`src/rtl/mxc_pkg.sv`:
```
package mxc_pkg;
  localparam int unsigned RSEL_W = 3;

  typedef enum logic [RSEL_W-1:0] {
    RS_MODE_A = 3'd0,
    RS_MODE_B = 3'd1,
    RS_BYTE0  = 3'd2,
    RS_BYTE1  = 3'd3,
    RS_BYTE2  = 3'd4,
    RS_STATUS = 3'd5,
    RS_IMASK  = 3'd6,
    RS_SPARE  = 3'd7
  } rsel_e;

  // command bit positions in mode byte B
  localparam int unsigned CMD_LOAD_BIT = 5;
  localparam int unsigned CMD_SNAP_BIT = 6;
  localparam int unsigned CMD_SCLR_BIT = 7;
  // stored low bits of mode byte B
  localparam int unsigned MODEB_KEEP_W = 5;
endpackage

```
`src/rtl/mxc_strobe.sv`:
```
module mxc_strobe
  import mxc_pkg::*;
#(
  parameter int unsigned DW  = 8,
  parameter int unsigned CHW = 2
) (
  input  logic              clk,
  input  logic              rst_n,
  input  logic              cs_n,
  input  logic              rd_n,
  input  logic              wr_n,
  input  logic [RSEL_W-1:0] rsel,
  input  logic [CHW-1:0]    chsel,
  input  logic [DW-1:0]     din,
  output logic              wr_fire,
  output logic              rd_fire,
  output logic [RSEL_W-1:0] h_rsel,
  output logic [CHW-1:0]    h_ch,
  output logic [DW-1:0]     h_data
);
  logic wr_act, rd_act;
  logic wr_q, rd_q, wr_d, rd_d;
  logic [RSEL_W-1:0] rsel_d;
  logic [CHW-1:0]    ch_d;
  logic [DW-1:0]     data_d;
  logic              hold_en;

  assign wr_act = ~cs_n & ~wr_n;
  assign rd_act = ~cs_n & ~rd_n;

  always_comb begin
    wr_d    = wr_act;
    rd_d    = rd_act;
    hold_en = wr_act | rd_act;
    rsel_d  = h_rsel;
    ch_d    = h_ch;
    data_d  = h_data;
    if (hold_en) begin
      rsel_d = rsel;
      ch_d   = chsel;
      data_d = din;
    end
  end

  always_ff @(posedge clk or negedge rst_n) begin
    if (!rst_n) begin
      wr_q   <= 1'b0;
      rd_q   <= 1'b0;
      h_rsel <= '0;
      h_ch   <= '0;
      h_data <= '0;
    end else begin
      wr_q   <= wr_d;
      rd_q   <= rd_d;
      h_rsel <= rsel_d;
      h_ch   <= ch_d;
      h_data <= data_d;
    end
  end

  // end of an access: active on the last edge, inactive now
  assign wr_fire = wr_q & ~wr_act;
  assign rd_fire = rd_q & ~rd_act;

  a_r3_fire_once: assert property (@(posedge clk) disable iff (!rst_n)
    wr_fire |=> !wr_fire);
endmodule

```
`src/rtl/mxc_axis.sv`:
```
module mxc_axis
  import mxc_pkg::*;
#(
  parameter int unsigned DW = 8,
  parameter int unsigned PW = 24
) (
  input  logic              clk,
  input  logic              rst_n,
  input  logic              wr_en,
  input  logic              rd_clr,
  input  logic [RSEL_W-1:0] w_rsel,
  input  logic [DW-1:0]     w_data,
  input  logic [DW-1:0]     evt,
  output logic [DW-1:0]     mode_a,
  output logic [DW-1:0]     mode_b,
  output logic [DW-1:0]     mask,
  output logic [DW-1:0]     pend,
  output logic [PW-1:0]     preset,
  output logic              load_p,
  output logic              snap_p,
  output logic              sclr_p,
  output logic              irq
);
  localparam int unsigned NB = PW / DW;

  logic [DW-1:0]           mode_a_d, mask_d, pend_d;
  logic [MODEB_KEEP_W-1:0] keep_q, keep_d;
  logic                    cmd_hit, load_d, snap_d, sclr_d;

  always_comb begin
    cmd_hit  = wr_en && (w_rsel == RS_MODE_B);
    mode_a_d = mode_a;
    keep_d   = keep_q;
    mask_d   = mask;
    if (wr_en && (w_rsel == RS_MODE_A)) mode_a_d = w_data;
    if (cmd_hit)                        keep_d   = w_data[MODEB_KEEP_W-1:0];
    if (wr_en && (w_rsel == RS_IMASK))  mask_d   = w_data;
    load_d = cmd_hit & w_data[CMD_LOAD_BIT];
    snap_d = cmd_hit & w_data[CMD_SNAP_BIT];
    sclr_d = cmd_hit & w_data[CMD_SCLR_BIT];
    pend_d = (pend & ~{DW{rd_clr | sclr_d}}) | evt;
  end

  always_ff @(posedge clk or negedge rst_n) begin
    if (!rst_n) begin
      mode_a <= '0;
      keep_q <= '0;
      mask   <= '0;
      pend   <= '0;
      load_p <= 1'b0;
      snap_p <= 1'b0;
      sclr_p <= 1'b0;
    end else begin
      mode_a <= mode_a_d;
      keep_q <= keep_d;
      mask   <= mask_d;
      pend   <= pend_d;
      load_p <= load_d;
      snap_p <= snap_d;
      sclr_p <= sclr_d;
    end
  end

  assign mode_b = {{(DW-MODEB_KEEP_W){1'b0}}, keep_q};
  assign irq    = |(pend & mask);

  for (genvar k = 0; k < NB; k++) begin : g_byte
    localparam logic [RSEL_W-1:0] CODE = RSEL_W'(int'(RS_BYTE0) + k);
    logic [DW-1:0] byte_q, byte_d;
    logic          hit;

    always_comb begin
      hit    = wr_en && (w_rsel == CODE);
      byte_d = byte_q;
      if (hit) byte_d = w_data;
    end

    always_ff @(posedge clk or negedge rst_n) begin
      if (!rst_n) byte_q <= '0;
      else        byte_q <= byte_d;
    end

    assign preset[k*DW +: DW] = byte_q;

    a_r4_byte_hold: assert property (@(posedge clk) disable iff (!rst_n)
      !(wr_en && (w_rsel == CODE)) |=> $stable(preset[k*DW +: DW]));
  end

  a_r3_mode_hold: assert property (@(posedge clk) disable iff (!rst_n)
    !(wr_en && (w_rsel == RS_MODE_A)) |=> $stable(mode_a));

  a_r7_one_clock: assert property (@(posedge clk) disable iff (!rst_n)
    (load_p || snap_p || sclr_p) |=> !(load_p || snap_p || sclr_p));

  a_r7_from_write: assert property (@(posedge clk) disable iff (!rst_n)
    $rose(load_p) |-> $past(wr_en));

  a_r8_clear: assert property (@(posedge clk) disable iff (!rst_n)
    (rd_clr && (evt == '0)) |=> (pend == '0));
endmodule

```
`src/rtl/mxc_hostbus.sv`:
```
module mxc_hostbus
  import mxc_pkg::*;
#(
  parameter int unsigned N_AXES = 4,
  parameter int unsigned DW     = 8,
  parameter int unsigned PW     = 24,
  parameter int unsigned CHW    = (N_AXES > 1) ? $clog2(N_AXES) : 1
) (
  input  logic                 clk,
  input  logic                 rst_n,
  input  logic                 cs_n,
  input  logic                 rd_n,
  input  logic                 wr_n,
  input  logic [RSEL_W-1:0]    rsel,
  input  logic [CHW-1:0]       chsel,
  input  logic [DW-1:0]        bus_din,
  output logic [DW-1:0]        bus_dout,
  output logic                 bus_oe,
  output logic [N_AXES*DW-1:0] ax_mode_a,
  output logic [N_AXES*DW-1:0] ax_mode_b,
  output logic [N_AXES*PW-1:0] ax_preset,
  output logic [N_AXES-1:0]    ax_load_p,
  output logic [N_AXES-1:0]    ax_snap_p,
  output logic [N_AXES-1:0]    ax_sclr_p,
  input  logic [N_AXES*PW-1:0] ax_snap,
  input  logic [N_AXES*DW-1:0] ax_evt,
  output logic                 irq_n
);
  localparam int unsigned NB = PW / DW;

  logic              wr_fire, rd_fire;
  logic [RSEL_W-1:0] h_rsel;
  logic [CHW-1:0]    h_ch;
  logic [DW-1:0]     h_data;

  logic [DW-1:0]     mode_a_w [N_AXES];
  logic [DW-1:0]     mode_b_w [N_AXES];
  logic [DW-1:0]     mask_w   [N_AXES];
  logic [DW-1:0]     pend_w   [N_AXES];
  logic [N_AXES-1:0] irq_w;
  logic [DW-1:0]     rdata;

  mxc_strobe #(.DW(DW), .CHW(CHW)) u_strobe (
    .clk     (clk),
    .rst_n   (rst_n),
    .cs_n    (cs_n),
    .rd_n    (rd_n),
    .wr_n    (wr_n),
    .rsel    (rsel),
    .chsel   (chsel),
    .din     (bus_din),
    .wr_fire (wr_fire),
    .rd_fire (rd_fire),
    .h_rsel  (h_rsel),
    .h_ch    (h_ch),
    .h_data  (h_data)
  );

  for (genvar a = 0; a < N_AXES; a++) begin : g_axis
    logic sel;
    assign sel = (h_ch == CHW'(a));

    mxc_axis #(.DW(DW), .PW(PW)) u_axis (
      .clk    (clk),
      .rst_n  (rst_n),
      .wr_en  (wr_fire & sel),
      .rd_clr (rd_fire & sel & (h_rsel == RS_STATUS)),
      .w_rsel (h_rsel),
      .w_data (h_data),
      .evt    (ax_evt[a*DW +: DW]),
      .mode_a (mode_a_w[a]),
      .mode_b (mode_b_w[a]),
      .mask   (mask_w[a]),
      .pend   (pend_w[a]),
      .preset (ax_preset[a*PW +: PW]),
      .load_p (ax_load_p[a]),
      .snap_p (ax_snap_p[a]),
      .sclr_p (ax_sclr_p[a]),
      .irq    (irq_w[a])
    );

    assign ax_mode_a[a*DW +: DW] = mode_a_w[a];
    assign ax_mode_b[a*DW +: DW] = mode_b_w[a];
  end

  always_comb begin
    rdata = '0;
    if (int'(chsel) < N_AXES) begin
      case (rsel)
        RS_MODE_A: rdata = mode_a_w[chsel];
        RS_MODE_B: rdata = mode_b_w[chsel];
        RS_STATUS: rdata = pend_w[chsel];
        RS_IMASK:  rdata = mask_w[chsel];
        default:   rdata = '0;
      endcase
      for (int k = 0; k < NB; k++) begin
        if (rsel == RSEL_W'(int'(RS_BYTE0) + k))
          rdata = ax_snap[int'(chsel)*PW + k*DW +: DW];
      end
    end
  end

  assign bus_oe   = ~cs_n & ~rd_n;
  assign bus_dout = bus_oe ? rdata : '0;
  assign irq_n    = ~|irq_w;

  a_r2_quiet_bus: assert property (@(posedge clk) disable iff (!rst_n)
    !bus_oe |-> (bus_dout == '0));

  a_r9_irq_source: assert property (@(posedge clk) disable iff (!rst_n)
    !irq_n |-> (mask_w[0] != '0 || mask_w[1 % N_AXES] != '0 ||
                mask_w[2 % N_AXES] != '0 || mask_w[3 % N_AXES] != '0));
endmodule

```
`config.mk`:
```
export PLATFORM = sky130hd
export DESIGN_NAME = mxc_hostbus
export DESIGN_NICKNAME = d
export VERILOG_FILES = /design/src/rtl/mxc_pkg.sv /design/src/rtl/mxc_strobe.sv /design/src/rtl/mxc_axis.sv /design/src/rtl/mxc_hostbus.sv
export SDC_FILE = /design/constraint.sdc
export NUM_CORES = 1
export LEC_CHECK = 0
export BUFFER_PORTS_ARGS = -buffer_cell sky130_fd_sc_hd__buf_2
export CAP_MARGIN = 10
export CORE_MARGIN = 2
export CORE_UTILIZATION = 45
export DETAILED_ROUTE_END_ITERATION = 8
export PLACE_DENSITY = 0.71
export SETUP_SLACK_MARGIN = 0.5
export SYNTH_ARGS = -nofsm -noshare
export SYNTH_HDL_FRONTEND = slang
export SYNTH_SLANG_ARGS = --single-unit
```
`constraint.sdc`:
```
create_clock -name clk -period 5.91 [get_ports clk]
set_input_delay 0.591 -clock clk [delete_from_list [all_inputs] [get_ports clk]]
set_output_delay 0.591 -clock clk [all_outputs]
set_load 0.05 [all_outputs]
```
==> impl_metrics.csv <==
group,metric,value,unit
logic_synthesis,yosysSeqAreaShare,53.3,%
die,initial_core_util,46.0,%
clocking,cts_inserted_buffers,27,
drt,num_vias,8159,
sta,worst_slack,2300,ps
logic_synthesis,yosys_register_bits,239,
setup_path,critPathMostFrequentCell,"buf_4",
logic_synthesis,synth_xor_area_share,0,%
finish,fillers,2104,
sta,clock.fmax,277,MHz
clocking,insertion_delay,540,ps
finish,nNetsFinal,1236,
clocking,clock_sinks,239,
logic_synthesis,synth_warnings,0,
finish,layout_common_cells,"313 x buf_2, 239 x dfrtp_1, 184 x mux2_2, 50 x mux2i_1",
sta,rsz0062_at_grt,"no",
drt,wire_per_inst,23.9,um
global_route,grt_max_degree,147,
placed_design,post-place-ws,2380,ps
setup_path,start_kind,"input pin",
sta,worst_pin_slew,1250,ps
clocking,cts_buffer_depth,3,
setup_path,max_stage_delay,660,ps
drt,wl,34100,um
logic_synthesis,synthArstFlopShare,100,%
die,die_area,26200,sq um
clocking,cts_root_buffer,"clkbuf_16",
placed_design,dp.cells,1385,
sta,final-setup-viol-count,0,
sta,finalCritPeriodShare,61.1,%
setup_path,crit_path_top_delay_cell,"buf_4",
sta,whs,54.7,ps
logic_synthesis,syn_area,11200,sq um
setup_path,path_cells,"buf_4, buf_4, mux4_2, nand2_1, a21o_1, a31oi_1, buf_2",
logic_synthesis,synth_ff_type,"dfrtp_1",
setup_path,cp.buffers_inverters,3,
sta,period_needed,3610,ps
logic_synthesis,synth_compound_area_share,6.84,%
global_route,grt_use_total,25.4,%
die,die_width,162,um
die,die_h,162,um
clocking,clkTransAtPathRegs,60,ps
placed_design,placement.io_buffers,315,
status,status,"finished clean",
logic_synthesis,synthAdderAreaFrac,0,%
sta,hold_viol_final,0,
placed_design,hpwl,24500,um
min_path,min_path_type,"input pin to asynchronous set/reset pin",
finish,final_common_cell,"buf_2",
flow_run,drv_cap,0,
drt,drc,0,
setup_path,crit_cells,7,
logic_synthesis,synthSimpleGateAreaFrac,6.30,%
logic_synthesis,synth_top_family_by_area,"multiplexers",
power_and_ir_drop,ir_drop,0.234,mV
placed_design,gp_congestion,0.986,
setup_path,reg2reg_to,"g_axis[3].u_axis.pend[0]",
setup_path,r2r_slack,3340,ps
clocking,cts_htree_levels,1,
global_route,grt_pass1_vias,8109,
power_and_ir_drop,powerDensity,404,nW/um^2
global_route,overflow,0,
setup_path,r2r_cells,4,
global_route,grt_pass1_wl,50200,um
setup_path,path_max_fanout,57,
setup_path,crit_type,"input pin to output port",
die,num_rows,57,
logic_synthesis,syn_area_per_cell,13.9,sq um
clocking,ctsHoldBuffers,0,
drt,drt_iter0_drc,702,
setup_path,arrival,3020,ps
drt,final_antenna_net_count,0,
setup_path,r2r-start,"u_strobe.h_ch[1]",
logic_synthesis,synth_enable_flop_cells,0,
sta,drv_slew,0,
logic_synthesis,synthCells,809,
finish,stdcell_count,1430,
clocking,cts_resized,0,
drt,vias_per_cell,5.71,
finish,utilization,56.0,%
clocking,cts_tree,"built",
setup_path,critPathTopFamily,"buffers and inverters",
logic_synthesis,muxShareOfSynthArea,29.6,%
power_and_ir_drop,p_leak,0.00681,uW
global_route,antenna_found_initial,5,
finish,synthToLayoutAreaGrowth,21.9,%
sta,tns,0,ps
die,fp.coreArea,24400,sq um
sta,max_slew_margin,16.8,%
finish,drive_above_1_share,54.1,%
die,io_pins,328,
sta,fin_worst_skew,8.47,ps
setup_path,crit_required,5320,ps
drt,dr.pass1.iters,5,
setup_path,end_kind,"output port",
clocking,post_cts_buffers,0,
logic_synthesis,ys_types,45,
sequential cells by signal, summed over array words and instances (netlist names):
register / flops
g_axis.u_axis.g_byte.byte_q: 96
g_axis.u_axis.keep_q: 20
g_axis.u_axis.load_p: 4
g_axis.u_axis.mask: 32
g_axis.u_axis.mode_a: 32
g_axis.u_axis.pend: 32
g_axis.u_axis.sclr_p: 4
g_axis.u_axis.snap_p: 4
u_strobe.h_ch: 2
u_strobe.h_data: 8
u_strobe.h_rsel: 3
u_strobe.rd_q: 1
u_strobe.wr_q: 1
synthesized netlist by cell type (2+ instances only):
cell | n | area, sq um
nor2_2 | 9 | 56.3
mux2_4 | 8 | 120
nand3b_1 | 4 | 30.0
mux4_2 | 28 | 631
o21ai_0 | 9 | 45.0
nor2b_1 | 8 | 50.1
a21oi_1 | 11 | 55.1
or3b_1 | 3 | 26.3
nand2b_1 | 10 | 62.6
nor2_1 | 11 | 41.3
dfrtp_1 | 239 | 5980
buf_2 | 22 | 110
nand2_1 | 10 | 37.5
a32oi_1 | 2 | 17.5
or4_1 | 4 | 30.0
nand4_1 | 4 | 25.0
and3_1 | 3 | 18.8
buf_4 | 26 | 195
clkbuf_1 | 29 | 109
nor2_4 | 5 | 56.3
a22oi_1 | 35 | 263
mux2_2 | 184 | 2070
nor3_1 | 2 | 10.0
mux2i_1 | 50 | 500
nand3_1 | 19 | 95.1
a21o_1 | 35 | 263
and2_1 | 12 | 75.1
a31oi_1 | 10 | 62.6
layout make-up:
cell class	count	area (sq um)	area share (%)
Sequential cell	239	5980	43.8
Multi-Input combinational cell	501	4840	35.4
Timing Repair Buffer	320	1640	12.0
Clock buffer	37	733	5.37
Tap cell	324	405	2.97
Clock inverter	5	53.8	0.394
Antenna cell	3	7.51	0.0549
Inverter	1	3.75	0.0275
worst max path at each step:
stage | start | end | slack, ps
after global placement | chsel[1] | bus_dout[5] | 2380
after floorplan | chsel[0] | bus_dout[0] | 2600
after global routing | chsel[1] | bus_dout[5] | 2170
final | chsel[1] | bus_dout[5] | 2300
after CTS | chsel[1] | bus_dout[5] | 2370
after detailed placement | chsel[1] | bus_dout[5] | 2380
per-stage QoR:
step | cell area [sq um] | total power, uW
2_1_floorplan | 11300 | 3470
3_3_place_gp | 12900 | 3990
3_5_place_dp | 12900 | 4010
4_1_cts | 13700 | 5540
5_1_grt | 13700 | 5720
6_report | 13700 | 5520
layer usage:
layer  GRT usage, %  up-vias  routed length [um]
met5              0        -                  27
met4           7.92        4                1040
met3           6.61       65                3300
met2           41.3      425               16100
met1           33.6     4124               13600
li1               -     3541                   -
worst register-to-register path, cell delays in order (launching register included):
cell and delay [ps]:
dfrtp_1 670, o2111ai_2 430, nor2_2 620, a32oi_1 420, a21o_1 320
power breakdown:
part           internal, uW  total [uW]  switching (uW)  leakage, uW
sequential             1930        2220             296      0.00305
clock                   897        1540             638     0.000387
combinational           534        1760            1230      0.00337
logic make-up (layout without fill, tap and decap cells):
family	after synthesis	in the layout
muxes	270	270
DFF	239	239
and+or+nand+nor	112	112
AOI/OAI and AO/OA	107	107
buffers and inverters	80	363
other	1	15
(Power assumes the default switching activity.)
